==> src/rtl/mul_pkg.sv <==
// Package: shared controller state encoding for the shift-and-add multiplier.
// Assumes: only the three states below are ever used.
package mul_pkg;
    typedef enum logic [1:0] {
        ST_IDLE = 2'd0,
        ST_RUN  = 2'd1,
        ST_DONE = 2'd2
    } mul_state_e;
endpackage

==> src/rtl/mul_ripple_adder.sv <==
// Ripple-carry adder: W full-adder cells chained LSB to MSB.
// Assumes: combinational use only; carry-in and carry-out exposed as single bits.
module mul_ripple_adder #(
    parameter int W = 8
) (
    input  logic [W-1:0] a,
    input  logic [W-1:0] b,
    input  logic         ci,
    output logic [W-1:0] s,
    output logic         co
);
    logic [W:0] c;

    assign c[0] = ci;

    // One full-adder cell per bit position.
    for (genvar i = 0; i < W; i++) begin : g_cell
        assign s[i]   = a[i] ^ b[i] ^ c[i];
        assign c[i+1] = (a[i] & b[i]) | (a[i] & c[i]) | (b[i] & c[i]);
    end

    assign co = c[W];
endmodule

==> src/rtl/mul_shift_reg.sv <==
// Bidirectional shift register with parallel load.
// Load places the narrow input in the low bits and zeroes the rest.
// Shift moves one place per clock when enabled; dir=1 is toward the MSB,
// dir=0 is toward the LSB, and the vacated end fills with 0.
// Priority: reset, then load, then shift.
// Assumes: IN_W <= W.
module mul_shift_reg #(
    parameter int IN_W = 4,
    parameter int W    = 8
) (
    input  logic            clk,
    input  logic            rst_n,
    input  logic            ld,
    input  logic            sh,
    input  logic            dir,
    input  logic [IN_W-1:0] d,
    output logic [W-1:0]    q
);
    localparam int PAD_W = W - IN_W;

    logic [W-1:0] d_ext;
    logic [W-1:0] nxt;

    // Zero-extend the load value to full width.
    if (PAD_W > 0) begin : g_pad
        assign d_ext = {{PAD_W{1'b0}}, d};
    end else begin : g_nopad
        assign d_ext = d;
    end

    // Select the next register value by priority.
    always_comb begin
        if (ld) begin
            nxt = d_ext;
        end else if (sh) begin
            nxt = dir ? {q[W-2:0], 1'b0} : {1'b0, q[W-1:1]};
        end else begin
            nxt = q;
        end
    end

    // State register with synchronous active-low reset.
    always_ff @(posedge clk) begin
        if (!rst_n) begin
            q <= '0;
        end else begin
            q <= nxt;
        end
    end
endmodule

==> src/rtl/mul_zero_det.sv <==
// Zero detector: output is 1 only when every bit of the input bus is 0.
// Assumes: any width W >= 1.
module mul_zero_det #(
    parameter int W = 8
) (
    input  logic [W-1:0] x,
    output logic         z
);
    // Reduce the bus with a NOR.
    assign z = ~|x;
endmodule

==> src/rtl/mul_acc.sv <==
// Accumulator: a W-bit register fed by W two-input selectors with one shared
// select. sel=1 loads the sum; sel=0 recirculates the held value.
// clr zeroes the register synchronously and outranks sel.
// Assumes: clr and sel come from the same clock domain.
module mul_acc #(
    parameter int W = 8
) (
    input  logic         clk,
    input  logic         rst_n,
    input  logic         clr,
    input  logic         sel,
    input  logic [W-1:0] sum,
    output logic [W-1:0] q
);
    logic [W-1:0] mux_y;

    // Per-bit 2:1 selector sharing one select line.
    for (genvar i = 0; i < W; i++) begin : g_sel
        assign mux_y[i] = sel ? sum[i] : q[i];
    end

    // Accumulator register with reset and start clear.
    always_ff @(posedge clk) begin
        if (!rst_n || clr) begin
            q <= '0;
        end else begin
            q <= mux_y;
        end
    end
endmodule

==> src/rtl/shift_add_mul.sv <==
// Sequential shift-and-add unsigned multiplier.
// A start pulse, taken when idle or done, loads the operands zero-extended
// into two shift registers and clears the accumulator. Each RUN step adds the
// multiplicand when the multiplier LSB is 1, then shifts the multiplicand left
// and the multiplier right. The run ends when either register is all zero.
// done holds the result until the next accepted start.
// Assumes: a synchronous reset; start is ignored while running.
module shift_add_mul
    import mul_pkg::*;
#(
    parameter int OP_W = 4
) (
    input  logic              clk,
    input  logic              rst_n,
    input  logic              start,
    input  logic [OP_W-1:0]   mcand_in,
    input  logic [OP_W-1:0]   mplier_in,
    output logic [2*OP_W-1:0] product,
    output logic              done
);
    localparam int P_W = 2 * OP_W;

    mul_state_e     state;
    mul_state_e     state_nxt;
    logic           running;
    logic           load;
    logic           step;
    logic           finish;
    logic           mp_zero;
    logic           mc_zero;
    logic           add_en;
    logic           add_co;
    logic [P_W-1:0] q_mc;
    logic [P_W-1:0] q_mp;
    logic [P_W-1:0] add_s;

    assign running = (state == ST_RUN);
    assign load    = start && !running;
    assign finish  = mp_zero || mc_zero;
    assign step    = running && !finish;
    assign add_en  = step && q_mp[0];

    // Multiplicand register: shifts toward the MSB on each step.
    mul_shift_reg #(.IN_W(OP_W), .W(P_W)) u_mc (
        .clk(clk), .rst_n(rst_n), .ld(load), .sh(step), .dir(1'b1),
        .d(mcand_in), .q(q_mc)
    );

    // Multiplier register: shifts toward the LSB on each step.
    mul_shift_reg #(.IN_W(OP_W), .W(P_W)) u_mp (
        .clk(clk), .rst_n(rst_n), .ld(load), .sh(step), .dir(1'b0),
        .d(mplier_in), .q(q_mp)
    );

    mul_zero_det #(.W(P_W)) u_zmp (.x(q_mp), .z(mp_zero));
    mul_zero_det #(.W(P_W)) u_zmc (.x(q_mc), .z(mc_zero));

    mul_ripple_adder #(.W(P_W)) u_add (
        .a(product), .b(q_mc), .ci(1'b0), .s(add_s), .co(add_co)
    );

    mul_acc #(.W(P_W)) u_acc (
        .clk(clk), .rst_n(rst_n), .clr(load), .sel(add_en),
        .sum(add_s), .q(product)
    );

    // Next-state logic for the controller.
    always_comb begin
        state_nxt = state;
        unique case (state)
            ST_IDLE, ST_DONE: if (start) state_nxt = ST_RUN;
            ST_RUN:           if (finish) state_nxt = ST_DONE;
            default:          state_nxt = ST_IDLE;
        endcase
    end

    // Controller state register.
    always_ff @(posedge clk) begin
        if (!rst_n) begin
            state <= ST_IDLE;
        end else begin
            state <= state_nxt;
        end
    end

    assign done = (state == ST_DONE);
endmodule

==> config.mk <==
export PLATFORM = sky130hd
export DESIGN_NAME = shift_add_mul
export DESIGN_NICKNAME = d
export VERILOG_FILES = /design/src/rtl/mul_pkg.sv /design/src/rtl/mul_ripple_adder.sv /design/src/rtl/mul_shift_reg.sv /design/src/rtl/mul_zero_det.sv /design/src/rtl/mul_acc.sv /design/src/rtl/shift_add_mul.sv
export SDC_FILE = /design/constraint.sdc
export NUM_CORES = 1
export LEC_CHECK = 0
export BUFFER_PORTS_ARGS = -buffer_cell sky130_fd_sc_hd__buf_2
export CAP_MARGIN = 30
export CELL_PAD_IN_SITES_DETAIL_PLACEMENT = 1
export CELL_PAD_IN_SITES_GLOBAL_PLACEMENT = 2
export CORE_UTILIZATION = 35
export DETAILED_ROUTE_END_ITERATION = 6
export GPL_ROUTABILITY_DRIVEN = 1
export PLACE_DENSITY_LB_ADDON = 0.1
export SLEW_MARGIN = 40
export SYNTH_ARGS = -nofsm -noshare
export SYNTH_HDL_FRONTEND = slang
export SYNTH_SLANG_ARGS = --single-unit
==> constraint.sdc <==
create_clock -name clk -period 6.7 [get_ports clk]
set_input_delay 0.67 -clock clk [delete_from_list [all_inputs] [get_ports clk]]
set_output_delay 0.67 -clock clk [all_outputs]
set_load 0.02 [all_outputs]
# Word level (Yosys, flattened, before mapping)
# Index checks and enable logic that the tools add are counted.
[word_totals] regBits=22 latch_bits=0 ram_bits=0 romBits=0 inputBits=11 memories=0
[op_classes] add_sub_neg=0 n_mul=0 n_div=0 order_cmp=0 n_eq_ne=4 shifts=0 n_mux=7 bitwise=47 n_reduce_logical=17
[op_table] operator="AND 1 bit" n=19
[op_table] operator="2-to-1 mux 4 bit" n=4
[op_table] operator="bitwise XOR 1 bit" n=15
[op_table] operator="OR 1 bit" n=12
[op_table] operator="OR reduction 8 bit" n=1
[op_table] operator="zero test 1 bit" n=5
[op_table] operator="2-to-1 mux 2 bit" n=2
[op_table] operator="case mux 2 bit (2 select lines)" n=1
[op_table] operator="OR reduction 2 bit" n=2
[op_table] operator="OR reduction 4 bit" n=1
[op_table] operator="logical AND 1 bit" n=3
[op_table] operator="== test 2 x 1 -> 1 bit (second input constant)" n=1
[op_table] operator="== test 2 bit (second input constant)" n=1
[op_table] operator="zero test 2 bit" n=1
[op_table] operator="logical OR 1 bit" n=2
[op_table] operator="!= test 2 x 1 -> 1 bit (second input constant)" n=1
[op_table] operator="!= test 2 bit (second input constant)" n=1
[op_table] operator="AND reduction 2 bit" n=1
[op_table] operator="nonzero test 2 bit" n=1
[op_table] operator="inverter 1 bit" n=1

# Logic depth before layout (Yosys ltp)
[logic_depth] depth_word=20 ltp_mapped=11 mapped_depth_nobuf=11

# Modules after synthesis
# From an unflattened synthesis, not the netlist that was laid out.
[hier_totals] hier_cells=146 hier_area_um2=1443.9
[by_module_without_submodules] module="mul_shift_reg" instances=2 cells_each=40 area_each_um2=392.9 seq_area_each_um2=160.2
[by_module_without_submodules] module="mul_acc" instances=1 cells_each=27 area_each_um2=292.8 seq_area_each_um2=160.2
[by_module_without_submodules] module="mul_ripple_adder" instances=1 cells_each=18 area_each_um2=197.7 seq_area_each_um2=0.0
[by_module_without_submodules] module="shift_add_mul" instances=1 cells_each=15 area_each_um2=130.1 seq_area_each_um2=40.0
[by_module_without_submodules] module="mul_zero_det" instances=2 cells_each=3 area_each_um2=18.8 seq_area_each_um2=0.0

# Worst setup path after synthesis
# Ideal clock, no wire load.
[synth_timing] path_type="reg-to-reg" from="register u_acc.q[0]" to="register u_acc.q[7]" setup_time_ns=0.117 arrival_ns=3.380 required_time_ns=6.583 path_slack_ns=3.203 stages_incl_launch_ff=12 n_path_buf=0 synth_period_minus_slack_ns=3.497 path_cell_list="dfxtp_1 > ha_1 > fa_1 > fa_1 > fa_1 > fa_1 > fa_1 > fa_1 > xnor2_1 > a211oi_1 > xnor2_1 > nor2_1"
[synth_between] elab_chain_len=20 word_cells_on_any_way=26
[synth_rtl] element="start, declared" line_no="mul_acc.sv:13" source="output logic [W-1:0] q"
[synth_rtl] element="start signal, assigned" line_no="mul_acc.sv:27" source="q <= mux_y;"
[synth_rtl] element="AND 1 bit (*)" line_no="mul_ripple_adder.sv:19" source="assign c[i+1] = (a[i] & b[i]) | (a[i] & c[i]) | (b[i] & c[i]);"
[synth_rtl] element="AND 1 bit" line_no="mul_ripple_adder.sv:19"
[synth_rtl] element="OR 1 bit" line_no="mul_ripple_adder.sv:19"
[synth_rtl] element="OR 1 bit (*)" line_no="mul_ripple_adder.sv:19"
[synth_rtl] element="AND 1 bit" line_no="mul_ripple_adder.sv:19"
[synth_rtl] element="OR 1 bit" line_no="mul_ripple_adder.sv:19"
[synth_rtl] element="OR 1 bit (*)" line_no="mul_ripple_adder.sv:19"
[synth_rtl] element="AND 1 bit" line_no="mul_ripple_adder.sv:19"
[synth_rtl] element="[... 4 more ...]"
[synth_rtl] element="OR 1 bit (*)" line_no="mul_ripple_adder.sv:19"
[synth_rtl] element="AND 1 bit" line_no="mul_ripple_adder.sv:19"
[synth_rtl] element="OR 1 bit" line_no="mul_ripple_adder.sv:19"
[synth_rtl] element="OR 1 bit (*)" line_no="mul_ripple_adder.sv:19"
[synth_rtl] element="AND 1 bit" line_no="mul_ripple_adder.sv:19"
[synth_rtl] element="OR 1 bit" line_no="mul_ripple_adder.sv:19"
[synth_rtl] element="OR 1 bit (*)" line_no="mul_ripple_adder.sv:19"
[synth_rtl] element="bitwise XOR 1 bit (*)" line_no="mul_ripple_adder.sv:18" source="assign s[i] = a[i] ^ b[i] ^ c[i];"
# Mark *: on every way between the ends. The rest lies on a longest branch, timed or not.
# A chain may end at the register's enable or synchronous reset.

# Worst setup path in the final report
[layout_timing] from="register u_mc.q[0]" to="register u_acc.q[7]"
[layout_between] elab_chain_len=20 word_cells_on_any_way=32
[layout_rtl] element="start, declared" line_no="mul_shift_reg.sv:17" source="output logic [W-1:0] q"
[layout_rtl] element="start signal, assigned" line_no="mul_shift_reg.sv:47" source="q <= nxt;"
[layout_rtl] element="AND 1 bit (2 in a row)" line_no="mul_ripple_adder.sv:19"
[layout_rtl] element="OR 1 bit (2 in a row)" line_no="mul_ripple_adder.sv:19"
[layout_rtl] element="AND 1 bit" line_no="mul_ripple_adder.sv:19"
[layout_rtl] element="OR 1 bit (2 in a row)" line_no="mul_ripple_adder.sv:19"
[layout_rtl] element="AND 1 bit" line_no="mul_ripple_adder.sv:19"
[layout_rtl] element="OR 1 bit (2 in a row)" line_no="mul_ripple_adder.sv:19"
[layout_rtl] element="AND 1 bit" line_no="mul_ripple_adder.sv:19"
[layout_rtl] element="OR 1 bit (2 in a row)" line_no="mul_ripple_adder.sv:19"
[layout_rtl] element="AND 1 bit" line_no="mul_ripple_adder.sv:19"
[layout_rtl] element="OR 1 bit (2 in a row)" line_no="mul_ripple_adder.sv:19"
[layout_rtl] element="AND 1 bit" line_no="mul_ripple_adder.sv:19"
[layout_rtl] element="OR 1 bit (2 in a row)" line_no="mul_ripple_adder.sv:19"
[layout_rtl] element="bitwise XOR 1 bit" line_no="mul_ripple_adder.sv:18"
# Several ways; a longest one is shown, not always the timed one.

==> qor.yml <==
clock_tree:
  cts_root_buffer: "clkbuf_4"
  cts.sinks: 22
  htree_levels: 1
  clockBufferDepth: 2
  postCtsSetupRepairBufs: 0
  hold_buffers: 0
  clk_pin_slew_ns: 0.14
  cts_resized: 0
  clk_latency_ns: 0.32
  cts_tree: "done"
  cts_buffers: 3
power_and_ir_drop:
  power_frac_clock_pct: 37.3
  power.density_mw_per_mm2: 232
  p_switching_mw: 0.0727
  peakVddDrop_mv: 0.0958
  p_int_mw: 0.211
  p_leak_nw: 0.495
  pwr-share-seq_pct: 50.3
  swShare_pct: 25.6
  combPwrFrac_pct: 12.4
synthesis:
  yosysWarnings: 0
  ys_seq_area_share_pct: 41.4
  ys_seq_elements: 22
  synth_top_flop_cell: "dfxtp_1"
  ys_types: 32
  syn_nets: 128
  postSynth.asyncResetShare_pct: 0
  syn_avg_cell_area_um2: 9.68
  syn_inst: 110
  synthesis.area_mm2: 0.00106
  synth-edff-count: 0
global_routing:
  antenna_found_initial: 0
  grt_usage_pct: 16.3
  grt_first_pass_wirelength_um: 4020
  grt_max_degree: 16
  grt_pass1_vias: 866
  grt_remaining_overflow: 0
worst_setup_path:
  path_class: "reg -> reg"
  worst_ep_arrival_time_ns: 3.81
  slowest_stage: "fa_1"
  r2r_cells: 11
  cp.required_ns: 6.92
  cpMostUsedCell: "fa_1"
  cp_cell_sequence: "ha_1 -> fa_1 -> fa_1 -> fa_1 -> fa_1 -> fa_1 -> fa_1 -> xnor2_1 -> a211oi_1 -> xnor2_1 -> nor2_1"
  start_kind: "register"
  slowest_delay_ns: 0.40
  worstPathMaxFanout: 4
  end_kind: "register"
layout:
  num_antenna_cells: 0
  area_growth_pct: 14.8
  drive_gt1_share_pct: 22.7
  final_common_cell: "dfxtp_1"
  layout_common_cells: "dfxtp_1 (22), buf_2 (19), nand2_1 (14)"
  nNetsFinal: 147
  stdcell_count: 159
floorplanning:
  ios: 20
  die_h_um: 57.2
  core.rowCount: 19
  start_util_pct: 37.6
  die_area_mm2: 0.00327
  design.core.area_mm2: 0.00283
  die_w_um: 57.2
sta:
  tns_ns: 0
  slew_violations: 0
  slew_headroom_pct: 64.0
  tightest_slew_ns: 0.540
  skew_ns: 0.00495
  period_needed_ns: 3.59
  fmax_mhz: 278
  rsz0062_at_grt: "no"
  setup_violations: 0
  post-route-period-util_pct: 53.6
  hold_viol: 0
route:
  vias: 852
  via_per_inst: 5.36
  wire_per_inst_um: 14.3
  totalWireLength_um: 2270
  drc: 2
  postRouteAntennaNets: 0
  drtIter0Drc: 33
  first_pass_iters: 6
outcome:
  status: "finished with violations"
  violations: "design-rule violations"
hold_path:
  hold_depth: 2
  min_path_type: "reg -> reg"
placed_design:
  gp_congestion: 0.748
  io_buffers: 19
  hpwl_um: 1740
  dp_cells: 155
run:
  max_cap_violations: 0
registers in the layout (all words and copies together) (netlist names):
name	flops
state	2
u_acc.q	8
u_mc.q	8
u_mp.q	4
final cells by class:
cell class / instances / area (um^2)
fill: 330 / 1610
multi-input combinational: 82 / 592
sequential: 22 / 440
timing repair buffer: 19 / 95.1
tap: 31 / 38.8
clock inverter: 1 / 30.0
clock buffer: 3 / 22.5
inverter: 1 / 3.75
stage by stage:
stage | utilization, % | hold WS [ns] | cell area [um^2] | worst slack (ns) | power, mW
CTS | 43.2 | 0.505 | 1220 | 3.10 | 0.288
finish | 43.2 | 0.500 | 1220 | 3.11 | 0.284
global placement | 41.4 | 0.485 | 1170 | 3.21 | 0.181
global route | 43.2 | 0.540 | 1220 | 2.97 | 0.301
floorplan | - | 0.462 | 1060 | 3.20 | 0.172
detailed placement | 41.4 | 0.488 | 1170 | 3.09 | 0.181
metal layers:
metal | routed length (um) | GRT usage [%]
met3 | 57 | 2.72
met2 | 1070 | 26.4
met4 | 38 | 6.27
met5 | 0 | 0
met1 | 1100 | 21.8
path summary, 6_finish.rpt:
| path | start | endpoint | slack (ns) |
|---|---|---|---|
| worst max-delay path | u_mc.q[0]$_SDFFE_PN0P_ | u_acc.q[7]$_SDFFE_PP0P_ | 3.11 |
| worst min-delay path | u_mp.q[2]$_SDFFE_PN0P_ | u_mp.q[1]$_SDFFE_PN0P_ | 0.50 |
| worst max register to register | u_mc.q[0]$_SDFFE_PN0P_ | u_acc.q[7]$_SDFFE_PP0P_ | 3.11 |
| worst min register to register | u_mp.q[2]$_SDFFE_PN0P_ | u_mp.q[1]$_SDFFE_PN0P_ | 0.50 |
critical path, delay by kind of cell, from the launching register on:
kind / cells / cell delay (ns)
compound gates: 1 / 0.23
xor+xnor: 2 / 0.29
fa+ha+maj: 7 / 2.55
flops: 1 / 0.38
simple gates: 1 / 0.05
power groups by stage:
| stage | registers (mW) | clock network, mW | logic, mW |
|---|---|---|---|
| after floorplan | 0.144 | 0 | 0.0278 |
| after global placement | 0.145 | 0 | 0.0350 |
| after detailed placement | 0.146 | 0 | 0.0356 |
| after CTS | 0.143 | 0.109 | 0.0360 |
| after global routing | 0.144 | 0.117 | 0.0401 |
| final | 0.143 | 0.106 | 0.0352 |
cell usage after synthesis, types with 2 or more instances:
library cell,n,share of area [%]
fa_1,6,11
nand2_1,14,4.9
nor2_1,9,3.2
nor4_2,2,2.3
dfxtp_1,22,41
o21ai_0,6,2.8
o21ai_1,2,0.94
a21oi_1,8,3.8
buf_2,2,0.94
xnor2_1,2,1.6
a31oi_1,3,1.8
mux2i_1,10,9.4
nand3_1,3,1.4
buf_4,2,1.4
a21boi_1,2,1.4
kinds of logic after synthesis:
| logic type | count (synthesis) | synth area share, % |
|---|---|---|
| AND/OR/NAND/NOR | 35 | 16.3 |
| multiplexers | 10 | 9.40 |
| flip-flops | 22 | 41.4 |
| adder cells (fa/ha/maj) | 7 | 12.5 |
| AO/OA/AOI/OAI | 28 | 15.7 |
| buffers and inverters | 6 | 3.05 |
| XOR/XNOR | 2 | 1.65 |
(Power assumes the default switching activity.)
